<file path="src/rtl/hpf_pkg.sv">
package hpf_pkg;
   typedef enum logic [1:0] {
      UPD_IDLE    = 2'd0,
      UPD_COUNT   = 2'd1,
      UPD_PROMOTE = 2'd2,
      UPD_DEFER   = 2'd3
   } upd_e;
endpackage

</file>
<file path="src/rtl/hpf_lookup.sv">
module hpf_lookup #(
   parameter int ENTRIES = 16,
   parameter int PAGE_W  = 20,
   localparam int IDX_W  = $clog2(ENTRIES)
) (
   input  logic [ENTRIES-1:0]             valid_vec,
   input  logic [ENTRIES-1:0][PAGE_W-1:0] tag_vec,
   input  logic [PAGE_W-1:0]              page,
   output logic [ENTRIES-1:0]             hit_vec,
   output logic                           hit,
   output logic [IDX_W-1:0]               hit_idx
);
   for (genvar g = 0; g < ENTRIES; g++) begin : g_cmp
      assign hit_vec[g] = valid_vec[g] && (tag_vec[g] == page);
   end

   assign hit = |hit_vec;

   always_comb begin
      hit_idx = '0;
      for (int i = ENTRIES - 1; i >= 0; i--) begin
         if (hit_vec[i]) hit_idx = IDX_W'(i);
      end
   end
endmodule

</file>
<file path="src/rtl/hpf_victim.sv">
module hpf_victim #(
   parameter int ENTRIES = 16,
   parameter int CNT_W   = 6,
   localparam int IDX_W  = $clog2(ENTRIES)
) (
   input  logic [ENTRIES-1:0]            valid_vec,
   input  logic [ENTRIES-1:0][CNT_W-1:0] cnt_vec,
   output logic [IDX_W-1:0]              victim_idx
);
   logic             have_free;
   logic [IDX_W-1:0] free_idx;
   logic [IDX_W-1:0] min_idx;
   logic [CNT_W-1:0] min_cnt;

   always_comb begin
      have_free = 1'b0;
      free_idx  = '0;
      for (int i = ENTRIES - 1; i >= 0; i--) begin
         if (!valid_vec[i]) begin
            have_free = 1'b1;
            free_idx  = IDX_W'(i);
         end
      end
   end

   always_comb begin
      min_idx = '0;
      min_cnt = cnt_vec[0];
      for (int i = 1; i < ENTRIES; i++) begin
         if (cnt_vec[i] < min_cnt) begin
            min_cnt = cnt_vec[i];
            min_idx = IDX_W'(i);
         end
      end
   end

   assign victim_idx = have_free ? free_idx : min_idx;
endmodule

</file>
<file path="src/rtl/hpf_promote_fifo.sv">
module hpf_promote_fifo #(
   parameter int DEPTH  = 4,
   parameter int PAGE_W = 20,
   localparam int PTR_W = $clog2(DEPTH),
   localparam int LVL_W = $clog2(DEPTH + 1)
) (
   input  logic              clk,
   input  logic              rst_n,
   input  logic              push,
   input  logic [PAGE_W-1:0] push_page,
   output logic              full,
   output logic              out_valid,
   output logic [PAGE_W-1:0] out_page,
   input  logic              out_ready
);
   logic [DEPTH-1:0][PAGE_W-1:0] store_q;
   logic [PTR_W-1:0]             wr_ptr_q, rd_ptr_q, wr_nxt, rd_nxt;
   logic [LVL_W-1:0]             level_q;
   logic                         pop;

   if (DEPTH < 2) begin : g_bad_depth
      $error("hpf_promote_fifo: DEPTH must be at least 2");
   end

   if ((DEPTH & (DEPTH - 1)) == 0) begin : g_pow2
      assign wr_nxt = wr_ptr_q + PTR_W'(1);
      assign rd_nxt = rd_ptr_q + PTR_W'(1);
   end else begin : g_wrap
      assign wr_nxt = (wr_ptr_q == PTR_W'(DEPTH - 1)) ? '0 : wr_ptr_q + PTR_W'(1);
      assign rd_nxt = (rd_ptr_q == PTR_W'(DEPTH - 1)) ? '0 : rd_ptr_q + PTR_W'(1);
   end

   assign full      = (level_q == LVL_W'(DEPTH));
   assign out_valid = (level_q != '0);
   assign out_page  = store_q[rd_ptr_q];
   assign pop       = out_valid && out_ready;

   always_ff @(posedge clk) begin
      if (!rst_n) begin
         wr_ptr_q <= '0;
         rd_ptr_q <= '0;
         level_q  <= '0;
      end else begin
         if (push) begin
            store_q[wr_ptr_q] <= push_page;
            wr_ptr_q          <= wr_nxt;
         end
         if (pop) rd_ptr_q <= rd_nxt;
         if (push && !pop)      level_q <= level_q + LVL_W'(1);
         else if (pop && !push) level_q <= level_q - LVL_W'(1);
      end
   end


   no_push_when_full_chk: assert property (@(posedge clk) disable iff (!rst_n)
      push |-> !full);


   no_overflow_chk: assert property (@(posedge clk) disable iff (!rst_n)
      level_q <= LVL_W'(DEPTH));
endmodule

</file>
<file path="src/rtl/hot_page_filter.sv">
module hot_page_filter #(
   parameter int PAGE_W     = 20,
   parameter int ENTRIES    = 16,
   parameter int CNT_W      = 6,
   parameter int FIFO_DEPTH = 4
) (
   input  logic              clk,
   input  logic              rst_n,
   input  logic              acc_valid,
   input  logic [PAGE_W-1:0] acc_page,
   input  logic [CNT_W-1:0]  thresh,
   output logic              prom_valid,
   output logic [PAGE_W-1:0] prom_page,
   input  logic              prom_ready
);
   import hpf_pkg::*;

   localparam int              IDX_W   = $clog2(ENTRIES);
   localparam logic [CNT_W-1:0] CNT_MAX = '1;

   if (ENTRIES < 2) begin : g_bad_entries
      $error("hot_page_filter: ENTRIES must be at least 2");
   end
   if (CNT_W < 2) begin : g_bad_cnt
      $error("hot_page_filter: CNT_W must be at least 2");
   end

   logic [ENTRIES-1:0]             valid_q;
   logic [ENTRIES-1:0][PAGE_W-1:0] tag_q;
   logic [ENTRIES-1:0][CNT_W-1:0]  cnt_q;

   logic [ENTRIES-1:0] hit_vec;
   logic               hit;
   logic [IDX_W-1:0]   hit_idx, vic_idx, slot;
   logic [CNT_W-1:0]   base_cnt, next_cnt;
   logic               reach, fifo_full;
   upd_e               act;

   hpf_lookup #(.ENTRIES(ENTRIES), .PAGE_W(PAGE_W)) lookup_i (
      .valid_vec(valid_q), .tag_vec(tag_q), .page(acc_page),
      .hit_vec(hit_vec), .hit(hit), .hit_idx(hit_idx));

   hpf_victim #(.ENTRIES(ENTRIES), .CNT_W(CNT_W)) victim_i (
      .valid_vec(valid_q), .cnt_vec(cnt_q), .victim_idx(vic_idx));

   always_comb begin
      base_cnt = cnt_q[hit_idx];
      if (!hit)                    next_cnt = CNT_W'(1);
      else if (base_cnt == CNT_MAX) next_cnt = CNT_MAX;
      else                         next_cnt = base_cnt + CNT_W'(1);
      reach = (next_cnt >= thresh);
      slot  = hit ? hit_idx : vic_idx;
      if (!acc_valid)      act = UPD_IDLE;
      else if (!reach)     act = UPD_COUNT;
      else if (!fifo_full) act = UPD_PROMOTE;
      else                 act = UPD_DEFER;
   end

   for (genvar g = 0; g < ENTRIES; g++) begin : g_entry
      always_ff @(posedge clk) begin
         if (!rst_n) begin
            valid_q[g] <= 1'b0;
            cnt_q[g]   <= '0;
         end else if (acc_valid && (slot == IDX_W'(g))) begin
            unique case (act)
               UPD_PROMOTE: valid_q[g] <= 1'b0;
               UPD_DEFER: begin
                  valid_q[g] <= 1'b1;
                  tag_q[g]   <= acc_page;
                  cnt_q[g]   <= thresh;
               end
               UPD_COUNT: begin
                  valid_q[g] <= 1'b1;
                  tag_q[g]   <= acc_page;
                  cnt_q[g]   <= next_cnt;
               end
               default: ;
            endcase
         end
      end
   end

   hpf_promote_fifo #(.DEPTH(FIFO_DEPTH), .PAGE_W(PAGE_W)) fifo_i (
      .clk(clk), .rst_n(rst_n),
      .push(act == UPD_PROMOTE), .push_page(acc_page), .full(fifo_full),
      .out_valid(prom_valid), .out_page(prom_page), .out_ready(prom_ready));


   single_hit_chk: assert property (@(posedge clk) disable iff (!rst_n)
      $countones(hit_vec) <= 1);


   prom_clears_chk: assert property (@(posedge clk) disable iff (!rst_n)
      (act == UPD_PROMOTE) |=> !valid_q[$past(slot)]);


   stall_hold_chk: assert property (@(posedge clk) disable iff (!rst_n)
      (prom_valid && !prom_ready) |=> (prom_valid && $stable(prom_page)));


   reset_empty_chk: assert property (@(posedge clk)
      !rst_n |=> (!prom_valid && (valid_q == '0)));
endmodule

</file>
<file path="config.mk">
export PLATFORM = sky130hd
export DESIGN_NAME = hot_page_filter
export DESIGN_NICKNAME = d
export VERILOG_FILES = /design/src/rtl/hpf_pkg.sv /design/src/rtl/hpf_lookup.sv /design/src/rtl/hpf_victim.sv /design/src/rtl/hpf_promote_fifo.sv /design/src/rtl/hot_page_filter.sv
export SDC_FILE = /design/constraint.sdc
export NUM_CORES = 1
export LEC_CHECK = 0
export BUFFER_PORTS_ARGS = -buffer_cell sky130_fd_sc_hd__buf_2
export CAP_MARGIN = 20
export CELL_PAD_IN_SITES_DETAIL_PLACEMENT = 2
export CELL_PAD_IN_SITES_GLOBAL_PLACEMENT = 2
export CORE_MARGIN = 3
export CORE_UTILIZATION = 35
export DETAILED_ROUTE_END_ITERATION = 6
export GPL_TIMING_DRIVEN = 0
export MAX_ROUTING_LAYER = met4
export PLACE_DENSITY = 0.68
export SLEW_MARGIN = 5
export SYNTH_ARGS = -nofsm -noshare
export SYNTH_HDL_FRONTEND = slang
export SYNTH_SLANG_ARGS = --single-unit
</file>
<file path="constraint.sdc">
create_clock -name clk -period 38.8 [get_ports clk]
set_input_delay 1.94 -clock clk [delete_from_list [all_inputs] [get_ports clk]]
set_output_delay 1.94 -clock clk [all_outputs]
set_load 0.1 [all_outputs]
</file>
==> results of run 1 <==
sequential cells by signal (all words and copies together), names as in the netlist:
| signal | cells |
|---|---|
| fifo_i.rd_ptr_q | 2 |
| tag_q | 320 |
| fifo_i.level_q | 3 |
| fifo_i.wr_ptr_q | 2 |
| fifo_i.store_q | 80 |
| valid_q | 16 |
| cnt_q | 96 |
layer usage:
layer	routed length, um	track usage (%)	share of wire, %
met5	0	-	0
met3	4660	2.41	4.5
met1	47800	35.6	46
met4	2840	6.86	2.7
met2	49300	41.9	47
kinds of logic after synthesis:
kind of cell / Yosys count
flip-flops: 519
XOR/XNOR: 352
multiplexers: 192
AO/OA/AOI/OAI: 302
AND/OR/NAND/NOR: 734
buffers and inverters: 169
adder cells (fa/ha/maj): 64
critical path, delay by kind of cell (launching register included):
family | cells | cell delay, ns
flip-flops | 1 | 0.39
multiplexers | 5 | 1.89
AND/OR/NAND/NOR | 35 | 6.98
buffers and inverters | 16 | 2.40
AO/OA/AOI/OAI | 60 | 14.28
adder cells (fa/ha/maj) | 18 | 5.34
worst paths after layout:
kind / start / to / slack (ns) / cells past startpoint
worst max-delay path: cnt_q[3]$_SDFFE_PN0P_ / tag_q[98]$_DFFE_PP_ / 6.97 / 134
worst min-delay path: cnt_q[5]$_SDFFE_PN0P_ / cnt_q[5]$_SDFFE_PN0P_ / 0.51 / 2
worst min register to register: cnt_q[5]$_SDFFE_PN0P_ / cnt_q[5]$_SDFFE_PN0P_ / 0.51 / 2
worst max register to register: cnt_q[3]$_SDFFE_PN0P_ / tag_q[98]$_DFFE_PP_ / 6.97 / 134
placed cells by master, fill, tap and decap left out, drive strengths merged, types with 18 or more instances in the layout:
cell type	n
nand4	112
buf	118
mux2i	134
nor2	92
mux4	44
nand3	56
and3	22
nand2	247
xor2	81
clkbuf	146
a21oi	60
xnor2	271
o21ai	73
nor4	62
dfxtp	119
edfxtp	400
o21a	18
inv	73
clkinv	21
ha	57
nor3	20
Yosys cell counts (17+ instances only):
library cell	n	area, um2
mux4_2	44	991
xnor2_1	271	2370
nand4b_1	17	149
xor2_1	81	709
edfxtp_1	400	12000
o21ai_0	65	325
or3b_2	17	149
nand2_1	246	923
and3_1	21	131
dfxtp_1	119	2380
nor4_1	57	357
nand3_1	53	265
inv_1	71	267
mux2i_1	133	1330
nor2_1	91	342
a21oi_1	54	270
nand4_1	106	663
o21a_1	18	135
ha_1	57	713
clkbuf_1	72	270
area by class of cell:
class | count | area, um2 | share of cell area, %
Clock inverter | 29 | 288 | 0.911
Sequential cell | 519 | 14400 | 45.6
Timing Repair Buffer | 92 | 739 | 2.34
Buffer | 98 | 404 | 1.28
Clock buffer | 74 | 1500 | 4.75
Antenna cell | 1 | 2.50 | 0.00792
Inverter | 71 | 267 | 0.844
Multi-Input combinational cell | 1644 | 12700 | 40.2
Tap cell | 1040 | 1300 | 4.12
per-stage QoR:
| stage | utilization (%) | setup WS (ns) | hold slack, ns |
|---|---|---|---|
| floorplan | - | 12.20 | 0.445 |
| global placement | 37.5 | 6.51 | 0.477 |
| CTS | 40.4 | 6.90 | 0.511 |
| global route | 40.5 | 3.84 | 0.537 |
| finish | 40.5 | 6.97 | 0.509 |
| detailed placement | 38.1 | 6.95 | 0.501 |
==> summary.txt, run 1 <==
Finish
  • Final #Nets: 2570
  • Fill count: 7995
  • Area Overhead vs Synth: 14.1%
  • Layout cell share with drive strength beyond 1: 13.3%
  • Final instance area: 31600 um2
  • Fin cells: 3568

Worst setup path
  • Most frequent CP cell: ha_1
  • Required time worst endpoint: 39.03 ns
  • Slowest stage delay, CP: 0.94 ns
  • Worst-path fanout max: 20
  • Worst path arrival time: 32.06 ns
  • Crit end category: flop
  • Crit Path Class: flop to flop
  • Setup crit start kind: flop
  • Crit path max-delay cell type: and4_1

Placement
  • Port Buffers: 49
  • Post-placement cell count: 3460
  • Post-DP HPWL: 74900 um
  • Routability cong.: 0.870
  • Post-place instance area: 29700 um2

STA
  • RSZ-0062 raised after global routing: false
  • FMAX: 0.0314 GHz
  • Final period utilization: 82.0%
  • Max Clock Skew: 0.0474 ns
  • Final hold violation count: 0
  • Count of final max-slew check failures: 0
  • Slew headroom: 20.8%
  • Final Setup Violations: 0
  • Setup TNS: 0 ns
  • Slew @ Worst Pin: 1.19 ns
  • Final min period: 31.83 ns

Yosys
  • Synthesized area per cell: 11.9 um2
  • Combinational family with the most area after synthesis: simple AND/OR/NAND/NOR gates
  • Synthesized flop and latch total: 519
  • Synth Net Count: 2420
  • Synth Flop Type: edfxtp_1
  • Multiplexer share of the synthesized area: 9.06%
  • Synthesized area: 27700 um2
  • Sequential fraction of the synthesis area: 52.0%
  • Ys Warns: 0
  • Fraction of registers with async set or reset after synthesis: 0%
  • Complex-gate fraction of the synthesized area: 8.03%
  • Post-Synth Simple-Gate Area: 14.5%
  • Yosys cell types: 118
  • Post-synthesis cell count: 2332
  • Post-synth EDFFs: 400
  • Adder-cell area share of the yosys netlist: 2.87%
  • Xor/xnor share of the synthesized area: 11.1%

Clock network
  • Clock Sinks: 519
  • CTS tree: yes
  • H-tree depth: 2
  • # hold bufs at CTS: 0
  • Clock-pin transition on the worst setup and hold timing paths: 0.06 ns
  • Clk buf depth: 3
  • Post-cts sizing count: 0
  • CTS root buf: clkbuf_16
  • Clock Latency Late Sink: 0.65 ns
  • CTS buffer count: 56
  • Setup Fix Bufs, Post-CTS: 0

GRT
  • GR Overflow Total: 0
  • Initial antenna violation count: 3
  • Vias in the first global route: 22400
  • Largest net degree at the start of global routing: 22
  • GRT Overall Usage: 26.1%
  • First-pass GRT wire length: 155000 um

Floorplanning
  • Die area: 82500 um2
  • # rows: 102
  • Core area: 78000 um2
  • Initial Utilization: 35.5%
  • IO Pins: 51
  • Height of the die: 287 um
  • Die Wd: 287 um

Hold path
  • Worst Hold Class: flop to flop

Drt
  • 1st-iter DRT viols: 1826
  • Routed vias/inst: 5.75
  • Detailed-route via count: 20500
  • Final wirelength: 105000 um
  • Wire per inst: 29.3 um
  • Pre-antenna DRT Iters: 5
  • Residual DRC: 0
  • Post-DRT Antenna Nets: 0

Job
  • Reported max-cap violation count: 0

Status
  • Status: finished clean
Power of run 1 is not shown: default switching activity piles up to over one toggle a cycle in this logic, so the estimate is an artifact.
==> run 2, diff against run 1 <==
ABC_AREA = 1   (was unset)
PLACE_DENSITY = 0.75   (was 0.68)
clock period = 29.2 ns   (was 38.8 ns; I/O delays follow)
==> run 2 against run 1 <==
Against the previous run: critical path depth decreased by 18; first-iteration DRC count decreased by 0.49%; clock skew increased by 0.00055 ns; via count increased by 15%; area after synthesis increased by 1.4%; synthesized cell count increased by 29%; sequential share of layout area decreased by 0.63 points; hold slack got worse by 0.0012 ns; count of clock-buffer cells in the layout decreased by 12; global-route usage increased by 1.8 points; die area increased by 1.3%; highest routed layer unchanged.
==> summary.txt, run 2 <==
Hold path
  • Worst Hold Class: flop to flop

GRT
  • GRT Overall Usage: 28.0%
  • Initial antenna violation count: 1
  • Largest net degree at the start of global routing: 28
  • Vias in the first global route: 26000
  • GR Overflow Total: 0
  • First-pass GRT wire length: 169000 um

Clock network
  • # hold bufs at CTS: 0
  • Clock Sinks: 519
  • Clock Latency Late Sink: 0.66 ns
  • CTS buffer count: 58
  • CTS tree: yes
  • Clock-pin transition on the worst setup and hold timing paths: 0.06 ns
  • CTS root buf: clkbuf_16
  • H-tree depth: 2
  • Post-cts sizing count: 0
  • Clk buf depth: 3
  • Setup Fix Bufs, Post-CTS: 0

Worst setup path
  • Worst-path fanout max: 20
  • Setup crit start kind: flop
  • Required time worst endpoint: 29.43 ns
  • Crit path max-delay cell type: nor2_2
  • Most frequent CP cell: ha_1
  • Crit Path Class: flop to flop
  • Worst path arrival time: 22.23 ns
  • Crit end category: flop
  • Slowest stage delay, CP: 0.80 ns

Yosys
  • Yosys cell types: 65
  • Sequential fraction of the synthesis area: 51.3%
  • Ys Warns: 0
  • Fraction of registers with async set or reset after synthesis: 0%
  • Synthesized area: 28100 um2
  • Synth top area share: 42.8%
  • Dominant cell type by area after synthesis: edfxtp_1
  • Synthesized area per cell: 9.36 um2
  • Synth area leaders: edfxtp_1, nand2_1, dfxtp_1
  • Post-synth top cells: nand2_1, edfxtp_1, nor2_1
  • Post-synthesis cell count: 2998
  • Most common cell in the netlist: nand2_1
  • Synthesized flop and latch total: 519
  • Post-synth EDFFs: 400
  • Synth Net Count: 3086
  • Synth Flop Type: edfxtp_1

STA
  • Final Setup Violations: 0
  • Max Clock Skew: 0.0480 ns
  • Final hold violation count: 0
  • Post-layout worst setup margin: 7.20 ns
  • Slew @ Worst Pin: 1.17 ns
  • Final min period: 22.00 ns
  • Setup TNS: 0 ns
  • Slew headroom: 22.3%
  • RSZ-0062 raised after global routing: false
  • Final period utilization: 75.3%
  • FMAX: 0.0455 GHz
  • Count of final max-slew check failures: 0

Finish
  • Fin cells: 4229
  • Area Overhead vs Synth: 14.1%
  • Largest regs: tag_q x320, cnt_q x96, fifo_i.store_q x80
  • Number of flip-flops under the largest register name: 320
  • Top reg by flops: tag_q
  • Most frequent cells in the layout: nand2_1, edfxtp_1, inv_1
  • Most common cell after layout, fill and taps aside: nand2_1
  • Layout cell share with drive strength beyond 1: 16.4%
  • Final #Nets: 3216

Floorplanning
  • Height of the die: 289 um
  • Initial Utilization: 35.4%
  • IO Pins: 51
  • Die area: 83600 um2
  • # rows: 103
  • Core area: 79300 um2
  • Die Wd: 289 um

Drt
  • Routed vias/inst: 5.59
  • Post-DRT Antenna Nets: 0
  • Pre-antenna DRT Iters: 5
  • Final wirelength: 114000 um
  • Residual DRC: 0
  • Detailed-route via count: 23700
  • Wire per inst: 26.9 um
  • 1st-iter DRT viols: 1817

Placement
  • Post-placement cell count: 4110
  • Worst slack, placed: 6.74 ns
  • Port Buffers: 50
  • Post-DP HPWL: 78900 um
  • Routability cong.: 0.856

Job
  • Reported max-cap violation count: 0

Status
  • Status: finished clean
-- run 2: final timing paths --
path                           startpoint                      end  slack (ns)  cells past startpoint
setup / recovery    cnt_q[5]$_SDFFE_PN0P_      tag_q[74]$_DFFE_PP_        7.20                    116
hold / removal    valid_q[1]$_SDFFE_PN0P_  valid_q[1]$_SDFFE_PN0P_        0.51                      2
setup reg to reg    cnt_q[5]$_SDFFE_PN0P_      tag_q[74]$_DFFE_PP_        7.20                    116
hold reg to reg   valid_q[1]$_SDFFE_PN0P_  valid_q[1]$_SDFFE_PN0P_        0.51                      2
-- run 2: metal layers --
| metal | track usage [%] | up-vias | wire length, um |
|---|---|---|---|
| met3 | 2.84 | 214 | 5990 |
| met2 | 49.3 | 764 | 58300 |
| met5 | - | - | 0 |
| met1 | 33.3 | 12200 | 45800 |
| li1 | - | 10500 | - |
| met4 | 9.59 | 0 | 3770 |
-- run 2: critical path: cells and delay by family (launching register included) --
family	cells	cell delay, ns
DFF	1	0.31
and+or+nand+nor	55	6.50
buffers and inverters	20	2.97
AOI/OAI and AO/OA	26	7.00
adders and majority gates	15	4.77
-- run 2: per-stage QoR --
| stage | area (um2) | util (%) | hold slack, ns |
|---|---|---|---|
| 2_1_floorplan | 28100 | - | 0.462 |
| 3_3_place_gp | 29600 | 37.4 | 0.478 |
| 3_5_place_dp | 29800 | 37.6 | 0.499 |
| 4_1_cts | 31900 | 40.3 | 0.509 |
| 5_1_grt | 32000 | 40.4 | 0.536 |
| 6_report | 32000 | 40.4 | 0.508 |
-- run 2: cells by family (layout without fill, tap and decap cells) --
group | Yosys count | count (layout) | synth area share, %
AO/OA/AOI/OAI | 492 | 492 | 10.9
multiplexers | 1 | 1 | 0.0357
AND/OR/NAND/NOR | 1430 | 1430 | 25.1
other | 0 | 2 | 0
buffers and inverters | 400 | 579 | 7.01
flip-flops | 519 | 519 | 51.3
XOR/XNOR | 98 | 98 | 3.06
adder cells (fa/ha/maj) | 58 | 58 | 2.61
-- run 2: final cells by class --
cell class / instances / area [um2]
Multi-Input combinational cell: 2079 / 11700
Tap cell: 1050 / 1310
Clock inverter: 47 / 597
Clock buffer: 62 / 1490
Timing Repair Buffer: 70 / 543
Buffer: 131 / 948
Sequential cell: 519 / 14400
Inverter: 269 / 1020
Fill cell: 8674 / 47200
Antenna cell: 2 / 5.00
Power of run 2 is left out for the same reason.
